### src/rtl/ber_hi_monitor.sv
module ber_hi_monitor #(
  parameter int WIN_CYCLES = 19531,
  parameter int THRESH     = 16,
  parameter int BER_W      = 6,
  parameter int EBLK_W     = 8
) (
  input  logic              clk,
  input  logic              rst_n,
  input  logic              block_lock,
  input  logic              hdr_valid,
  input  logic [1:0]        sync_hdr,
  input  logic              blk_err,
  input  logic              ber_clr,
  input  logic              eblk_clr,
  output logic              hi_ber,
  output logic [BER_W-1:0]  ber_count,
  output logic [EBLK_W-1:0] eblk_count
);
  localparam int TW = (WIN_CYCLES > 2) ? $clog2(WIN_CYCLES) : 1;
  localparam logic [TW-1:0]     WIN_LAST = TW'(WIN_CYCLES - 1);
  localparam logic [BER_W-1:0]  BER_MAX  = {BER_W{1'b1}};
  localparam logic [BER_W-1:0]  BER_PRE  = BER_W'(THRESH - 1);
  localparam logic [EBLK_W-1:0] EBLK_MAX = {EBLK_W{1'b1}};

  logic [TW-1:0]     win_q;
  logic [BER_W-1:0]  ber_q;
  logic [EBLK_W-1:0] eblk_q;
  logic              hit_q, hi_q;

  wire bad_hdr = block_lock & hdr_valid & (sync_hdr[1] ~^ sync_hdr[0]);
  wire win_end = block_lock & (win_q == WIN_LAST);
  wire reach   = bad_hdr & ~ber_clr & (ber_q >= BER_PRE);

  always_ff @(posedge clk) begin
    if (!rst_n) begin
      win_q  <= '0;
      ber_q  <= '0;
      hit_q  <= 1'b0;
      hi_q   <= 1'b0;
      eblk_q <= '0;
    end else begin
      win_q <= (!block_lock || win_end) ? '0 : win_q + 1'b1;

      if (!block_lock || ber_clr || win_end)
        ber_q <= '0;
      else if (bad_hdr && ber_q != BER_MAX)
        ber_q <= ber_q + 1'b1;

      if (!block_lock || win_end)
        hit_q <= 1'b0;
      else if (reach)
        hit_q <= 1'b1;

      if (!block_lock)
        hi_q <= 1'b0;
      else if (reach)
        hi_q <= 1'b1;
      else if (win_end)
        hi_q <= hit_q;

      if (eblk_clr)
        eblk_q <= '0;
      else if (blk_err && eblk_q != EBLK_MAX)
        eblk_q <= eblk_q + 1'b1;
    end
  end

  assign hi_ber     = hi_q;
  assign ber_count  = ber_q;
  assign eblk_count = eblk_q;
endmodule

### config.mk
export PLATFORM = sky130hd
export DESIGN_NAME = ber_hi_monitor
export DESIGN_NICKNAME = d
export VERILOG_FILES = /design/src/rtl/ber_hi_monitor.sv
export SDC_FILE = /design/constraint.sdc
export NUM_CORES = 1
export LEC_CHECK = 0
export BUFFER_PORTS_ARGS = -buffer_cell sky130_fd_sc_hd__buf_4
export CELL_PAD_IN_SITES_DETAIL_PLACEMENT = 1
export CELL_PAD_IN_SITES_GLOBAL_PLACEMENT = 1
export CORE_ASPECT_RATIO = 1.1
export CORE_MARGIN = 10
export CORE_UTILIZATION = 40
export DETAILED_ROUTE_END_ITERATION = 8
export PLACE_DENSITY = 0.74
export RECOVER_POWER = 50
export SLEW_MARGIN = 40
export SYNTH_ARGS = -nofsm -noshare
export SYNTH_HDL_FRONTEND = slang
export SYNTH_SLANG_ARGS = --single-unit
export TNS_END_PERCENT = 1
### constraint.sdc
create_clock -name clk -period 3.9 [get_ports clk]
set_input_delay 0.585 -clock clk [delete_from_list [all_inputs] [get_ports clk]]
set_output_delay 0.585 -clock clk [all_outputs]
set_load 0.005 [all_outputs]
# Word level (Yosys, flattened, before mapping)
# Cells that the tools add are included.
[word_totals] reg_bits=31 input_bits=9
[classes] bitwise_logic=8 n_reduce_logical=11 magnitude_cmp=1 add_sub_neg=3 mux=2 n_eq_ne=3
[op_table] op="15-bit by 1-bit adder with 15-bit output (second input constant)" count=1
[op_table] op="15-bit equality test (second input constant)" count=1
[op_table] op="8-bit by 1-bit adder with 8-bit output (second input constant)" count=1
[op_table] op="8-bit != test (second input constant)" count=1
[op_table] op="6-bit by 1-bit adder with 6-bit output (second input constant)" count=1
[op_table] op="6-bit by 4-bit >= comparator with 1-bit output (second input constant)" count=1
[op_table] op="6-bit != test (second input constant)" count=1
[op_table] op="2-bit OR reduction" count=3
[op_table] op="1-bit AND" count=5
[op_table] op="1-bit logical OR" count=3
[op_table] op="1-bit logical AND" count=2
[op_table] op="1-bit two-way mux" count=2
[op_table] op="1-bit NOT" count=2
[op_table] op="2-bit AND reduction" count=1
[op_table] op="2-bit nonzero test" count=1
[op_table] op="1-bit logical NOT" count=1
[op_table] op="1-bit bitwise XNOR" count=1

# Depth between registers and ports, before layout
# Gate-level depths: netlist of run 1.
[logic_depth] depth_word=5 ltp_mapped=7

# Worst setup path before layout of run 1
# OpenSTA, ideal clock, no wires.
[synth_path] kind="register to register" from="register win_q[12]" to="register ber_q[5] (netlist: ber_count[5])" t_arrival_ns=1.663 path_stages_with_launch=6 required_time_ns=3.767 period_less_slack_ns=1.796 slack_ns=2.104 setup_time_ns=0.133 cell_sequence="dfxtp_1 or4b_4 o41ai_4 or2_1 buf_4 a311oi_1"
[synth_via] elab_chain_len=4
[synth_lines] item="start: declaration" line_no="25" rtl="logic [TW-1:0] win_q;"
[synth_lines] item="start signal: assignment" line_no="42" rtl="win_q <= (!block_lock || win_end) ? '0 : win_q + 1'b1;"
[synth_lines] item="15-bit equality test" line_no="31" rtl="wire win_end = block_lock & (win_q == WIN_LAST);"
[synth_lines] item="1-bit AND" line_no="31"
[synth_lines] item="1-bit logical OR" line_no="44" rtl="if (!block_lock || ber_clr || win_end)"
[synth_lines] item="2-bit OR reduction (no source line)"
[synth_lines] item="end signal: assignment" line_no="47" rtl="ber_q <= ber_q + 1'b1;"
[synth_lines] item="end: declaration" line_no="26" rtl="logic [BER_W-1:0] ber_q;"
# Every way passes these cells.
# A chain may end at the register's enable or synchronous reset.

# Final worst setup path of run 1
[layout_path] from="register win_q[6]" to="register ber_q[2] (netlist: ber_count[2])"
# Same word-level chain as after synthesis.

==> results of run 1 <==
worst reg2reg max path: cells and delay by family, from the launching register on:
kind / cells / cell delay, ns
buffers and inverters: 1 / 0.22
flip-flops: 1 / 0.43
AND/OR/NAND/NOR: 3 / 0.81
AO/OA/AOI/OAI: 1 / 0.60
synthesized netlist by cell type (2+ instances only):
| library cell | number | share of area |
|---|---|---|
| dfxtp_1 | 31 | 0.43 |
| nor2_1 | 25 | 0.065 |
| nand3_1 | 10 | 0.035 |
| nor3_1 | 10 | 0.035 |
| xnor2_1 | 10 | 0.061 |
| nand2_1 | 9 | 0.023 |
| a21oi_1 | 8 | 0.028 |
| xor2_1 | 8 | 0.049 |
| nor4_1 | 5 | 0.022 |
| ha_1 | 4 | 0.035 |
| inv_1 | 4 | 0.010 |
| nand4_1 | 4 | 0.017 |
| o21ai_0 | 4 | 0.014 |
| or3_1 | 4 | 0.017 |
| and3_1 | 3 | 0.013 |
| mux2i_1 | 3 | 0.021 |
| o2111ai_1 | 3 | 0.018 |
| and4_1 | 2 | 0.012 |
| buf_4 | 2 | 0.010 |
kinds of logic after synthesis:
| logic type | after synthesis | synth area share |
|---|---|---|
| compound gates | 20 | 0.103 |
| xor+xnor | 18 | 0.110 |
| fa+ha+maj | 4 | 0.0348 |
| buf+inv | 8 | 0.0261 |
| flops | 31 | 0.432 |
| mux | 3 | 0.0209 |
| simple gates | 78 | 0.274 |
flip-flops by register name, indices dropped and copies added (netlist names):
| register | flops |
|---|---|
| hi_ber | 1 |
| win_q | 15 |
| hit_q | 1 |
| eblk_count | 8 |
| ber_count | 6 |
power by group through the flow:
stage / clock network [uW] / logic, uW / registers (uW)
finish: 220 / 26.3 / 321
global route: 242 / 29.1 / 321
CTS: 227 / 25.8 / 321
detailed placement: 0 / 25.6 / 328
global placement: 0 / 24.6 / 328
floorplan: 0 / 14.4 / 328
layer usage:
metal,global-route usage,up-vias,share of wire
met3,0.0409,7,0.052
met1,0.125,610,0.44
met4,0.0792,0,0.022
li1,-,632,-
met2,0.183,28,0.49
met5,0,-,0
placed cells by master (no fill, tap or decap), types with 2 or more instances in the layout:
cell type	instances
nand4_1	4
nand2_1	9
nor4_1	5
nand3_1	10
a21oi_1	8
clkbuf_1	5
or3_1	4
xnor2_1	10
clkbuf_4	16
inv_1	4
o21ai_0	4
mux2i_1	3
nor3_1	10
buf_4	8
ha_1	4
nor2_1	25
and4_1	2
xor2_1	8
clkbuf_8	2
and3_1	3
o2111ai_1	3
dfxtp_1	31
final cells by class:
cell class,instances,share of cell area
timing repair buffer,24,0.0986
multi-input combinational,123,0.455
inverter,4,0.00877
sequential,31,0.362
tap,48,0.0351
clock buffer,8,0.0402
per-stage QoR:
stage / util / hold slack (ns) / worst slack, ns / instances / instance area [sq um]
after floorplan: - / 0.424 / 2.10 / 162 / 1440
after detailed placement: 0.483 / 0.465 / 1.55 / 229 / 1650
final: 0.502 / 0.472 / 1.73 / 238 / 1710
after global routing: 0.502 / 0.515 / 1.58 / 238 / 1710
after global placement: 0.483 / 0.437 / 1.63 / 229 / 1650
after CTS: 0.503 / 0.479 / 1.53 / 237 / 1720
path summary, 6_finish.rpt:
path                  from           end  slack [ns]  cells past startpoint
setup / recovery  win_q[6]  ber_count[2]        1.73                      5
setup reg to reg  win_q[6]  ber_count[2]        1.73                      5
hold / removal       hit_q         hit_q        0.47                      2
hold reg to reg      hit_q         hit_q        0.47                      2
==> results.json, run 1 <==
{
  "status": "completed",
  "ys.flop_type": "dfxtp_1",
  "root_buffer": "clkbuf_4",
  "antenna_found_initial": 0,
  "die_w_microns": 77.2,
  "design_power_total_uw": 567,
  "clk_latency_ns": 0.34,
  "pin_count": 24,
  "drc": 0,
  "drtAntennaViolNets": 0,
  "syn2layout_area_growth_pct": 19.1,
  "antenna_cells": 0,
  "fin_crit_ns": 2.17,
  "ys_seq_area_frac": 0.432,
  "track_usage": 0.115,
  "powerDensity_nw_per_um2": 331,
  "startpoint_type": "register",
  "cap_violations": 0,
  "worst-setup-path-type": "reg -> reg",
  "fin_setup_tns_ns": 0,
  "grt_max_degree": 18,
  "io_buffers": 23,
  "ff_latch_area_sq_um": 621,
  "num-nets-final": 202,
  "postCtsSetupBuffers": 0,
  "finalSetupViolations": 0,
  "cts_resized": 0,
  "cts_buffers": 5,
  "fillCellCount": 447,
  "holdBufCountCts": 0,
  "grt_pass1_wl_microns": 6100,
  "clk_pin_slew_worst_paths_ns": 0.10,
  "dr.pass1.iters": 4,
  "start_util": 0.421,
  "wl_per_cell_microns": 15.1,
  "postSynthCellCount": 162,
  "vias": 1277,
  "async_flop_share": 0,
  "relSlewSlack": 0.638,
  "power_frac_seq": 0.565,
  "die-area_sq_um": 6390,
  "combPwrFrac": 0.046,
  "die_y_microns": 82.9,
  "cpPeakStageDelay_ns": 0.60,
  "dpl.hpwl_microns": 2640,
  "p_switching_uw": 130,
  "crit_buf_inv": 1,
  "core_region_area_sq_um": 3410,
  "critPathSlowestCell": "o41ai_4",
  "hold_viol": 0,
  "switching_share": 0.230,
  "synth_nets": 175,
  "worstPathRequired_ns": 4.13,
  "drt_iter0_drc": 57,
  "synth_edf_count": 0,
  "yosysWarnings": 0,
  "cts_max_level": 2,
  "wirelength_microns": 3610,
  "avgSynthCellArea_sq_um": 8.87,
  "peakVddDrop_mv": 0.168,
  "fp-row-count": 22,
  "multi_input_area_sq_um": 779,
  "crit_fanout": 10,
  "ys_ff_latch": 31,
  "final_layout_size_suffix_gt1_frac": 0.153,
  "gp_congestion": 0.755,
  "hold_path.class": "reg -> reg",
  "grt_pass1_vias": 1349,
  "power_leakage_uw": 0.000602,
  "worstPathArrival_ns": 2.41,
  "finalClockSkew_ns": 0.00424,
  "grt_overflow": 0,
  "pwr-share-clk": 0.388,
  "ys_types": 32,
  "netlist_area_sq_um": 1440,
  "intPower_uw": 437,
  "slew_violations": 0,
  "rsz0062_at_grt": "no",
  "cts_sinks": 31,
  "cts_tree": "yes",
  "tightest_slew_ns": 0.541,
  "avgViaCountPerCell": 5.37,
  "max_freq_ghz": 0.460,
  "period_share": 0.558,
  "clockBufferDepth": 2,
  "critical_path.cell_chain": "or4b_4 > o41ai_4 > buf_6 > or2_1 > nor3_1",
  "crit_family": "simple AND/OR/NAND/NOR gates",
  "cp-end-kind": "register"
}
Note: power is estimated with default switching activity, not from simulation.
==> run 2: changes to the inputs <==
--- a/config.mk
+++ b/config.mk
@@ -10,9 +10,9 @@
 export CELL_PAD_IN_SITES_GLOBAL_PLACEMENT = 1
 export CORE_ASPECT_RATIO = 1.1
 export CORE_MARGIN = 10
-export CORE_UTILIZATION = 40
+export CORE_UTILIZATION = 37
 export DETAILED_ROUTE_END_ITERATION = 8
-export PLACE_DENSITY = 0.74
+export PLACE_DENSITY = 0.72
 export RECOVER_POWER = 50
 export SLEW_MARGIN = 40
 export SYNTH_ARGS = -nofsm -noshare
==> constraint.sdc (replaced) <==
create_clock -name clk -period 1.85 [get_ports clk]
set_input_delay 0.2775 -clock clk [delete_from_list [all_inputs] [get_ports clk]]
set_output_delay 0.2775 -clock clk [all_outputs]
set_load 0.005 [all_outputs]
==> run 2 against run 1 <==
Core utilization is 2.1 points lower. Clock power grew to 3.1 times the previous value. Critical path type unchanged. Sequential power is 110% higher. Highest routed layer unchanged. Fmax is 24% higher. Largest cell class unchanged. Critical endpoint is now hi_ber. Worst setup slack worse by 1.6 ns. Critical path depth is 1 lower.
==> results.json, run 2 (synthesis results as in run 1) <==
{
  "stdcell_area_sq_um": 1770,
  "dpl.hpwl_microns": 2860,
  "grt_overflow": 0,
  "finalClockSkew_ns": 0.00445,
  "gp_congestion": 0.768,
  "cap_violations": 0,
  "grt_max_degree": 17,
  "globalRoute.busiestLayer": "met2",
  "dr.pass1.iters": 4,
  "power_leakage_uw": 0.000627,
  "cts_sinks": 31,
  "grtUsageMet2": 0.209,
  "clockBufferDepth": 2,
  "cp-end-kind": "register",
  "die_y_microns": 85.4,
  "fin_setup_tns_ns": 0,
  "drtAntennaViolNets": 0,
  "power_frac_seq": 0.479,
  "fp-row-count": 23,
  "period_share": 0.950,
  "cp-startpoint": "win_q[12]",
  "hp-start": "ber_clr",
  "crit_fanout": 4,
  "root_buffer": "clkbuf_8",
  "slew_violations": 0,
  "final_layout_size_suffix_gt1_frac": 0.156,
  "pwr-share-clk": 0.481,
  "rsz0062_at_grt": "no",
  "crit_family": "simple AND/OR/NAND/NOR gates",
  "start_util": 0.390,
  "drt_iter0_drc": 59,
  "peakVddDrop_mv": 0.419,
  "die-area_sq_um": 6780,
  "wirelength_microns": 3710,
  "whs_ns": 0.311,
  "holdBufCountCts": 0,
  "relSlewSlack": 0.668,
  "crit_buf_inv": 0,
  "reg2reg_from": "win_q[12]",
  "io_buffers": 23,
  "cpPeakStageDelay_ns": 0.57,
  "max_freq_ghz": 0.569,
  "intPower_uw": 1130,
  "met3_usage": 0.0527,
  "vias": 1308,
  "p_switching_uw": 279,
  "cts_buffers": 5,
  "critical_path.cell_chain": "or4b_4 > nor4_1 > mux2i_1 > a21boi_0",
  "switching_share": 0.198,
  "wl_per_cell_microns": 15.3,
  "use_met1": 0.123,
  "startpoint_type": "register",
  "dp_slack_ns": 0.0936,
  "num-nets-final": 204,
  "status": "completed",
  "syn2layout_area_growth_pct": 23.2,
  "hold_path.class": "in -> reg",
  "place_area_sq_um": 1670,
  "combPwrFrac": 0.040,
  "clk_latency_ns": 0.28,
  "critPathSlowestCell": "or4b_4",
  "final_common_cell": "dfxtp_1",
  "fin_ws_ns": 0.0919,
  "clk_pin_slew_worst_paths_ns": 0.07,
  "drc": 0,
  "powerDensity_nw_per_um2": 798,
  "finalSetupViolations": 0,
  "largest-register": "win_q",
  "grt_pass1_vias": 1438,
  "avgViaCountPerCell": 5.40,
  "antenna_found_initial": 0,
  "layout_common_cells": "31 x dfxtp_1, 25 x nor2_1",
  "track_usage": 0.120,
  "tightest_slew_ns": 0.493,
  "largest_reg_flops": 15,
  "fin_util": 0.481,
  "pin_count": 24,
  "grt_pass1_wl_microns": 6730,
  "worst-setup-path-type": "reg -> reg",
  "cts_max_level": 2,
  "fin_crit_ns": 1.76,
  "antenna_cells": 0,
  "die_w_microns": 79.4,
  "cts_tree": "yes",
  "hold_viol": 0,
  "worstPathArrival_ns": 1.92,
  "core_region_area_sq_um": 3680,
  "worstPathRequired_ns": 2.01
}
## run 2: worst paths after layout
kind	endpoint	slack (ns)	depth (start not counted)
max	hi_ber	0.09	4
min	hit_q	0.31	3
max reg2reg	hi_ber	0.09	4
min reg2reg	hit_q	0.49	2
## run 2: power groups by stage
stage	combinational [uW]	clock, uW	sequential [uW]
3_5_place_dp	56.0	0	692
2_1_floorplan	30.4	0	691
4_1_cts	56.3	701	677
5_1_grt	63.1	738	678
6_report	56.2	680	677
3_3_place_gp	52.8	0	691
## run 2: per-stage QoR
| step | std cells | total power, uW |
|---|---|---|
| after floorplan | 162 | 721 |
| after global placement | 234 | 744 |
| after detailed placement | 234 | 748 |
| after CTS | 242 | 1430 |
| after global routing | 242 | 1480 |
| final | 242 | 1410 |
## run 2: final cells by class
cell class	count	area (sq um)
clock buffer	6	82.6
clock inverter	2	35.0
fill	460	1910
inverter	4	15.0
multi-input combinational	123	782
sequential	31	621
tap	50	62.6
timing repair buffer	26	173
## run 2: routing by layer
layer  part of all wire  wire length (microns)
met1               0.41                   1500
met2               0.53                   1960
met3              0.048                    179
met4              0.018                     67
met5                  0                      0
## run 2: tightest hold or removal path, stage by stage
cell and delay [ns]:
buf_4 0.08, or3_1 0.11, a21oi_1 0.06
## run 2: repair_timing
action	CTS	global route
buffers inserted	0	0
endpoints found under the setup margin	0	3
gates resized for setup	0	2
endpoints found under the hold margin	0	0
